==> src/rtl/pp_cfg_pkg.sv <==
package pp_cfg_pkg;

    localparam int BYTE_W = 8;

    typedef enum logic [2:0] {
        ST_IDLE,
        ST_PULSE,
        ST_WAIT_STAT,
        ST_STREAM,
        ST_TAIL,
        ST_WAIT_INIT,
        ST_DONE
    } host_st_e;

endpackage

==> src/rtl/pp_pin_sync.sv <==
module pp_pin_sync #(
    parameter int W      = 3,
    parameter int STAGES = 2
) (
    input  logic         clk,
    input  logic         rst_n,
    input  logic [W-1:0] pin_i,
    output logic [W-1:0] pin_s
);
    logic [W-1:0] stg_q [STAGES];

    for (genvar g = 0; g < STAGES; g++) begin : g_stage
        if (g == 0) begin : g_first
            always_ff @(posedge clk or negedge rst_n) begin
                if (!rst_n) stg_q[g] <= '0;
                else        stg_q[g] <= pin_i;
            end
        end else begin : g_next
            always_ff @(posedge clk or negedge rst_n) begin
                if (!rst_n) stg_q[g] <= '0;
                else        stg_q[g] <= stg_q[g-1];
            end
        end
    end

    assign pin_s = stg_q[STAGES-1];
endmodule

==> src/rtl/pp_dclk_gen.sv <==
module pp_dclk_gen #(
    parameter int HALF_W = 8
) (
    input  logic              clk,
    input  logic              rst_n,
    input  logic              run,
    input  logic [HALF_W-1:0] half_period,
    output logic              level,
    output logic              fall_next
);
    typedef struct packed {
        logic [HALF_W-1:0] cnt;
        logic              lvl;
    } gen_t;

    gen_t q, d;
    logic [HALF_W-1:0] term;

    assign term = (half_period == '0) ? '0 : half_period - HALF_W'(1);

    always_comb begin
        d = q;
        if (!run) begin
            d.cnt = '0;
            d.lvl = 1'b0;
        end else if (q.cnt == term) begin
            d.cnt = '0;
            d.lvl = ~q.lvl;
        end else begin
            d.cnt = q.cnt + HALF_W'(1);
        end
    end

    always_ff @(posedge clk or negedge rst_n) begin
        if (!rst_n) q <= '0;
        else        q <= d;
    end

    assign level     = q.lvl;
    assign fall_next = run && q.lvl && (q.cnt == term);
endmodule

==> src/rtl/pp_cfg_host.sv <==
module pp_cfg_host
    import pp_cfg_pkg::*;
#(
    parameter int HALF_W        = 8,
    parameter int TMO_W         = 16,
    parameter int PULSE_CYC     = 8,
    parameter int CLKS_PER_BYTE = 4,
    parameter int TAIL_FALLS    = 2,
    parameter int SYNC_STAGES   = 2
) (
    input  logic              clk,
    input  logic              rst_n,
    input  logic              start,
    input  logic              wait_init,
    input  logic [HALF_W-1:0] half_period,
    input  logic [TMO_W-1:0]  tmo_limit,
    input  logic              s_valid,
    input  logic [BYTE_W-1:0] s_data,
    input  logic              s_last,
    output logic              s_ready,
    output logic              dev_config_n,
    output logic              dev_clk,
    output logic [BYTE_W-1:0] dev_data,
    input  logic              dev_status_n,
    input  logic              dev_cfg_done,
    input  logic              dev_init_done,
    output logic              busy,
    output logic              done,
    output logic              err_status,
    output logic              err_timeout
);
    localparam int PC_W   = $clog2(PULSE_CYC + 1);
    localparam int IDX_W  = $clog2(CLKS_PER_BYTE + 1);
    localparam int TAIL_W = $clog2(TAIL_FALLS + 1);

    typedef struct packed {
        host_st_e          st;
        logic [PC_W-1:0]   pcnt;
        logic              have;
        logic [IDX_W-1:0]  idx;
        logic              last;
        logic [BYTE_W-1:0] data;
        logic              seen;
        logic [TAIL_W-1:0] tcnt;
        logic [TMO_W-1:0]  tmo;
        logic              err_st;
        logic              err_to;
        logic              wait_init;
    } regs_t;

    regs_t q, d;

    logic [2:0] pins_s;
    logic       stat_s, cdone_s, init_s;
    logic       run, lvl, fall;

    pp_pin_sync #(.W(3), .STAGES(SYNC_STAGES)) u_sync (
        .clk   (clk),
        .rst_n (rst_n),
        .pin_i ({dev_status_n, dev_cfg_done, dev_init_done}),
        .pin_s (pins_s)
    );

    assign stat_s  = pins_s[2];
    assign cdone_s = pins_s[1];
    assign init_s  = pins_s[0];

    assign run = (((q.st == ST_STREAM) && q.have) || (q.st == ST_TAIL)) && stat_s;

    pp_dclk_gen #(.HALF_W(HALF_W)) u_gen (
        .clk         (clk),
        .rst_n       (rst_n),
        .run         (run),
        .half_period (half_period),
        .level       (lvl),
        .fall_next   (fall)
    );

    always_comb begin
        d = q;
        unique case (q.st)
            ST_IDLE, ST_DONE: begin
                if (start) begin
                    d.st        = ST_PULSE;
                    d.pcnt      = '0;
                    d.have      = 1'b0;
                    d.idx       = '0;
                    d.seen      = 1'b0;
                    d.tcnt      = '0;
                    d.tmo       = '0;
                    d.err_st    = 1'b0;
                    d.err_to    = 1'b0;
                    d.wait_init = wait_init;
                end
            end
            ST_PULSE: begin
                if (q.pcnt == PC_W'(PULSE_CYC - 1)) d.st = ST_WAIT_STAT;
                else                                d.pcnt = q.pcnt + PC_W'(1);
            end
            ST_WAIT_STAT: begin
                if (stat_s) d.st = ST_STREAM;
            end
            ST_STREAM: begin
                if (!stat_s) begin
                    d.st     = ST_IDLE;
                    d.err_st = 1'b1;
                    d.have   = 1'b0;
                end else begin
                    if (cdone_s) d.seen = 1'b1;
                    if (!q.have && s_valid) begin
                        d.have = 1'b1;
                        d.data = s_data;
                        d.last = s_last;
                        d.idx  = '0;
                    end
                    if (fall) begin
                        if (q.idx == IDX_W'(CLKS_PER_BYTE - 1)) begin
                            d.have = 1'b0;
                            if (q.last) d.st = ST_TAIL;
                        end else begin
                            d.idx = q.idx + IDX_W'(1);
                        end
                    end
                end
            end
            ST_TAIL: begin
                if (!stat_s) begin
                    d.st     = ST_IDLE;
                    d.err_st = 1'b1;
                end else begin
                    if (cdone_s) d.seen = 1'b1;
                    if (fall) begin
                        if (q.seen) begin
                            if (q.tcnt == TAIL_W'(TAIL_FALLS - 1))
                                d.st = q.wait_init ? ST_WAIT_INIT : ST_DONE;
                            else
                                d.tcnt = q.tcnt + TAIL_W'(1);
                        end else if (q.tmo == tmo_limit - TMO_W'(1)) begin
                            d.err_to = 1'b1;
                            d.st     = ST_IDLE;
                        end else begin
                            d.tmo = q.tmo + TMO_W'(1);
                        end
                    end
                end
            end
            ST_WAIT_INIT: begin
                if (init_s) d.st = ST_DONE;
            end
            default: d.st = ST_IDLE;
        endcase
    end

    always_ff @(posedge clk or negedge rst_n) begin
        if (!rst_n) q <= '{st: ST_IDLE, default: '0};
        else        q <= d;
    end

    assign s_ready      = (q.st == ST_STREAM) && !q.have && stat_s;
    assign dev_config_n = (q.st != ST_PULSE);
    assign dev_clk      = lvl;
    assign dev_data     = q.data;
    assign busy         = (q.st != ST_IDLE) && (q.st != ST_DONE);
    assign done         = (q.st == ST_DONE);
    assign err_status   = q.err_st;
    assign err_timeout  = q.err_to;
endmodule

==> config.mk <==
export PLATFORM = sky130hd
export DESIGN_NAME = pp_cfg_host
export DESIGN_NICKNAME = d
export VERILOG_FILES = /design/src/rtl/pp_cfg_pkg.sv /design/src/rtl/pp_pin_sync.sv /design/src/rtl/pp_dclk_gen.sv /design/src/rtl/pp_cfg_host.sv
export SDC_FILE = /design/constraint.sdc
export NUM_CORES = 1
export LEC_CHECK = 0
export BUFFER_PORTS_ARGS = -buffer_cell sky130_fd_sc_hd__buf_2
export CAP_MARGIN = 20
export CORE_MARGIN = 2
export CORE_UTILIZATION = 52
export CTS_CLUSTER_SIZE = 20
export DETAILED_ROUTE_END_ITERATION = 10
export PLACE_DENSITY = 0.77
export SLEW_MARGIN = 20
export SYNTH_ARGS = -nofsm -noshare
export SYNTH_HDL_FRONTEND = slang
export SYNTH_SLANG_ARGS = --single-unit
==> constraint.sdc <==
create_clock -name clk -period 2.65 [get_ports clk]
set_input_delay 0.265 -clock clk [delete_from_list [all_inputs] [get_ports clk]]
set_output_delay 0.265 -clock clk [all_outputs]
set_load 0.005 [all_outputs]
# == Word level (Yosys, flattened, before mapping) ==
# Index checks and enable logic that the tools add are counted.
# W data, S select, Z words.
# classes
add_sub_neg,7
n_eq_ne,34
n_mux,45
bitwise,1
n_reduce_logical,31
# op_table
cell,count
$mux W3,13
$pmux W18 S2,1
$mux W16,2
$mux W13,2
$mux W22,1
$ne A2 B2 Y1 const B,10
$mux W19,1
$mux W18,1
$pmux W3 S6,1
$reduce_and A6 Y1,3
$add A16 B1 Y16 const B,1
$eq A16 B16 Y1,1
$mux W8,2
$pmux W4 S2,2
$sub A16 B1 Y16 const B,1
$ne A3 B3 Y1 const B,5
$reduce_and A3 Y1,4
$mux W11,1
$ne A2 B1 Y1 const B,5
$reduce_and A10 Y1,1
$eq A3 B2 Y1 const B,3
$eq A3 B3 Y1 const B,3
$mux W1,9
$mux W9,1
26 further kinds,44
# word_totals
regBits,57
inputBits,41
output_inout_bits,15
elab_cells,134

# == Depth between registers and ports, before layout ==
# logic_depth
depth_word,9
depth_mapped,14
mapped_depth_nobuf,10

# == Modules after synthesis ==
# From an unflattened synthesis, not the netlist that was laid out.
# unflattened
hier_cells,435
hier_area_um2,3886.2
# modules_own_cells
module,instances,cells_each,area_each_um2,seq_area_each_um2
pp_cfg_host,1,346,2989.1,1051.0
pp_dclk_gen,1,80,724.4,225.2
pp_pin_sync,1,9,172.7,150.1

# == Worst setup path after synthesis ==
# No wires, ideal clock.
# synth_timing
kind,input to register
startpoint,in half_period[0]
endpoint,reg q[5] in the netlist's numbering
setup_time_ns,0.140
arrival_time_ns,2.759
t_required_ns,2.510
path_slack_ns,-0.249
path_stages,13
n_path_buf,4
path_cell_list,inv_1 ha_1 buf_2 nor3b_1 nand2_1 a211o_1 a32o_1 or4b_1 buf_2 buf_6 buf_2 o311ai_0 o41ai_1
# synth_via
elab_chain_cells,6
word_cells_on_any_way,7
classes_between,add/sub (1); eq/ne (2); mux (1); reduce/logical (3)
# synth_rtl
item,line_no,rtl
start: declaration,pp_cfg_host.sv:15,"input logic [HALF_W-1:0] half_period,"
$sub A8 B1 Y8 or $logic_not A8 Y1 (tied branches),pp_dclk_gen.sv:19,assign term = (half_period == '0) ? '0 : half_period - HALF_W'(1);
$mux W8 *,pp_dclk_gen.sv:19,
$eq A8 B8 Y1 *,pp_dclk_gen.sv:40,assign fall_next = run && q.lvl && (q.cnt == term);
$logic_and A1 B1 Y1 *,pp_dclk_gen.sv:40,
$ne A2 B2 Y1 (no line) *,-,
$reduce_and A6 Y1 (no line) *,-,
end signal: assignment,pp_cfg_host.sv:155,"if (!rst_n) q <= '{st: ST_IDLE, default: '0};"
end signal: assignment,pp_cfg_host.sv:156,else q <= d;
end: declaration,pp_cfg_host.sv:51,"regs_t q, d;"
# Every way passes the cells marked *; elsewhere a longest branch is shown, timed or not.
# A chain may end at the register's enable or synchronous reset.

# == Worst setup path after layout ==
# layout_timing
startpoint,in half_period[5]
endpoint,reg q[13] in the netlist's numbering
# The elaborated chain is that of the path after synthesis.

==> impl_results.rst <==
.. list-table::
   :header-rows: 1

   * - Metric
     - Value
   * - Proportion of total power due to net switching
     - 0.337
   * - Row count
     - 30
   * - Gr ovfl total
     - 0
   * - Antenna Nets Post-Route
     - 0
   * - Core ar.
     - 6870 um2
   * - Worst-path clk slew
     - about 60 ps
   * - Signed area change from the synthesized netlist to the final layout
     - 27.4%
   * - Mean number of vias per cell
     - about 5.7
   * - # Max-Cap Violations
     - 0
   * - Share of flip-flops with an asynchronous set or reset after synthesis
     - 1.00
   * - Count of cells along the worst hold path
     - 1
   * - Clock tree from TritonCTS
     - yes
   * - Worst reg2reg path startpoint
     - u_gen.q[7]
   * - Tightest hold margin
     - 23.6 ps
   * - Number of global-route vias before repair
     - around 3,400
   * - Clock share of power
     - 0.257
   * - Final count of pins violating max slew
     - 0
   * - Crit path capture type
     - flip-flop
   * - Worst EP arrival
     - ~2900 ps
   * - Bufs on Longest Clock Path
     - 2
   * - Diodes inserted
     - 0
   * - Share of final-layout standard cells stronger than drive strength 1
     - 0.315
   * - Worst Tran Pin Value
     - between 800 and 900 ps
   * - Number of top-level pins
     - between 50 and 60
   * - Library cell used as clock root buffer
     - clkbuf_8
   * - Post-route cell area
     - around 4800 um2
   * - DRT Wirelength
     - a little under 10,000 um
   * - Setup slack of the most critical reg-to-reg path
     - roughly 60 ps
   * - R2r worst-path depth
     - 7
   * - Avg Synthesized Cell Area
     - between 9 and 10 um2
   * - Startpoint types
     - input port
   * - End of the worst register-to-register path
     - q[13]
   * - Initial cell density of the core
     - 0.546
   * - Floorplan die area
     - slightly below 8000 um2
   * - Tightest slew margin relative to the limit
     - 0.420
   * - Final-report setup violation count
     - 0
   * - Initial antenna violation count
     - 0
   * - Maximum vdd drop
     - 0.000565 V
   * - Class of the worst hold path
     - input port to flip-flop
   * - Result of the run
     - completed
   * - Number of H-tree levels
     - 3
   * - Endpoint of the worst hold path
     - u_sync.stg_q[3]
   * - P_leak
     - 2.10 nW
   * - Minimum period implied by the final worst setup slack
     - ~2600 ps
   * - Power consumption
     - about 3.1 mW
   * - Total area of sequential cells
     - 1430 um2
   * - Synth Register Bits
     - between 50 and 60
   * - Via count
     - 3,535
   * - Hold violation total from the final report
     - 0
   * - Syn Std Cell Area
     - 3750 um2
   * - Tot GR Track Use
     - 0.258
   * - Number of warning messages in the yosys log
     - 0
   * - Setup repair after global routing missed its margin
     - yes
   * - Placed wire-length estimate after detailed placement
     - 6920 um
   * - CP max FO
     - 22
   * - Distinct cell type count after synthesis
     - slightly above 60
   * - Height of the chip
     - 88.9 um
   * - Source-to-sink clock delay at the later pin of the worst-skew pair
     - about 340 ps
   * - Horizontal extent of the die
     - ~90 um
   * - Startpoint-to-endpoint class of the critical path
     - input port to flip-flop
   * - GP Congestion
     - approximately 0.88
   * - Number of clock sinks
     - 57
   * - Number of design-rule violations left by the first detailed-router iteration
     - approximately 140
   * - Post-synthesis sequential area ratio
     - 0.381
   * - Switching power total
     - 1.04 mW
   * - Maximum number of pins on one net before global-route repair
     - 40
   * - P_int
     - between 2 and 2.5 mW
   * - Maximum clock rate
     - around 380 MHz
   * - Post-place setup slack
     - -302 ps
   * - CTS Buf Count
     - 9
   * - Portion of total power attributed to combinational logic
     - 0.374
   * - Setup clock skew after layout
     - 6.64 ps
   * - Startpoint of the worst setup timing path
     - half_period[5]
   * - Number of iterations in the first detailed-routing pass
     - 4
   * - Detailed-route wire length per cell
     - between 15 and 20 um
   * - Most frequently used flop master after synthesis
     - dfrtp_1
   * - First-pass GRT wire length
     - 15,700 um
   * - Cell Pwr Density
     - between 600 and 700 nW/um2
   * - Final worst-path setup slack
     - 9.29 ps
   * - Period utilization
     - 0.996
   * - Critical hold path startpoint
     - dev_init_done
   * - Post-route DRC
     - 0
   * - Syn nets
     - 464
   * - Sequential share of power
     - 0.369
   * - Multi-input gate area in the final layout
     - between 2000 and 2500 um2
   * - Fillcell total
     - 541
   * - EDFF count, synth
     - 0
   * - Total cell area at the placement stage
     - approximately 4500 um2
   * - Count of nets after finishing
     - 563
   * - Count of buffers inserted at the top-level ports
     - 55
   * - Synthesized netlist cell count
     - 416
   * - Worst EP required
     - around 2900 ps
==> Yosys cell counts, types with 3 or more instances <==
cell type | n | area share
buf_4 | 9 | 0.018
dfrtp_1 | 57 | 0.38
a31oi_1 | 3 | 0.0050
mux2_2 | 12 | 0.036
or4_1 | 13 | 0.026
inv_1 | 17 | 0.017
or3_1 | 5 | 0.0083
and3_1 | 7 | 0.012
buf_2 | 4 | 0.0053
ha_1 | 7 | 0.023
nor3_1 | 13 | 0.017
o31ai_1 | 12 | 0.024
and2_1 | 4 | 0.0067
xor2_1 | 11 | 0.026
and4_1 | 3 | 0.0070
nor2b_1 | 4 | 0.0067
a22o_1 | 3 | 0.0070
nand4b_1 | 3 | 0.0070
nand2_1 | 33 | 0.033
a21oi_1 | 25 | 0.033
xnor2_1 | 18 | 0.042
o21ai_0 | 17 | 0.023
nand3_1 | 19 | 0.025
a41oi_1 | 3 | 0.0070
nand4_1 | 5 | 0.0083
mux2i_1 | 5 | 0.013
nor3b_1 | 7 | 0.014
nand3b_1 | 4 | 0.0080
nor4_1 | 7 | 0.012
clkbuf_1 | 12 | 0.012
nand2b_1 | 7 | 0.012
nor2_1 | 27 | 0.027
==> metal layers <==
layer	up-vias	track usage	wire length [um]
li1	1728	-	-
met1	1711	0.317	4050
met2	77	0.452	5100
met3	19	0.0388	354
met4	0	0.110	191
met5	-	0	0
==> area by class of cell <==
type                            instances  share of cell area
Clock buffer                           14              0.0320
Clock inverter                          2             0.00786
Inverter                               17              0.0170
Multi-Input combinational cell        315               0.462
Sequential cell                        57               0.299
Tap cell                               96              0.0252
Timing Repair Buffer                  115               0.157
==> registers in the layout, indices dropped and copies added (netlist names) <==
name and count:
u_gen.level 1, u_sync.stg_q 3, dev_data 8, err_status 1, u_gen.q 8, q 32
err_timeout 1, u_sync.pin_s 3
==> timing repair <==
item,in CTS,in global routing
gates cloned,0,0
hold buffers,0,0
setup buffers,0,1
setup endpoints to repair,8,22
pin swaps,0,1
gates resized for setup,1,18
==> kinds of logic after synthesis <==
group	synth area share
xor+xnor	0.0738
buf+inv	0.0564
flops	0.381
mux	0.0494
fa+ha+maj	0.0234
simple gates	0.256
compound gates	0.161
==> cell usage in the layout, fill, tap and decap left out, drive strengths merged, types with 3 or more instances in the layout <==
cell type and instances:
a21oi 25, a22o 3, a31oi 3, a41oi 3, and2 5, and3 7, and4 3, buf 114
clkbuf 15, dfrtp 57, ha 7, inv 17, mux2 12, mux2i 5, nand2 33, nand2b 7
nand3 19, nand3b 4, nand4 5, nand4b 3, nor2 27, nor2b 4, nor3 13, nor3b 7
nor4 8, o21ai 17, o31ai 12, or3 5, or4 13, xnor2 18, xor2 11
==> power by group through the flow <==
stage          clock network, mW  registers, mW  logic [mW]
6_report                   0.798           1.14        1.16
5_1_grt                    0.859           1.17        1.28
4_1_cts                    0.813           1.14        1.13
3_5_place_dp                   0           1.15        1.11
3_3_place_gp                   0           1.14        1.07
2_1_floorplan                  0           1.11       0.766
==> stage by stage <==
stage / TNS [ps] / cells / util
global route: -216 / 616 / 0.695
detailed placement: -5350 / 599 / 0.658
finish: 0 / 616 / 0.695
global placement: -4550 / 599 / 0.658
CTS: 0 / 615 / 0.685
floorplan: -98.0 / 416 / -
==> worst max-delay path by stage <==
stage / endpoint / slack, ps
after floorplan: q[39] / -30
after global placement: q[14] / -260
after detailed placement: q[10] / -300
after CTS: q[10] / 50
after global routing: q[9] / -60
final: q[13] / 9
==> critical path: stages <==
cell,delay [ps]
buf_2,120
nor4_4,420
nand4_1,160
a211o_1,310
a32o_1,230
or4b_4,530
buf_8,170
or4_1,530
a21oi_2,150
Power figures use the tool's default switching activity.
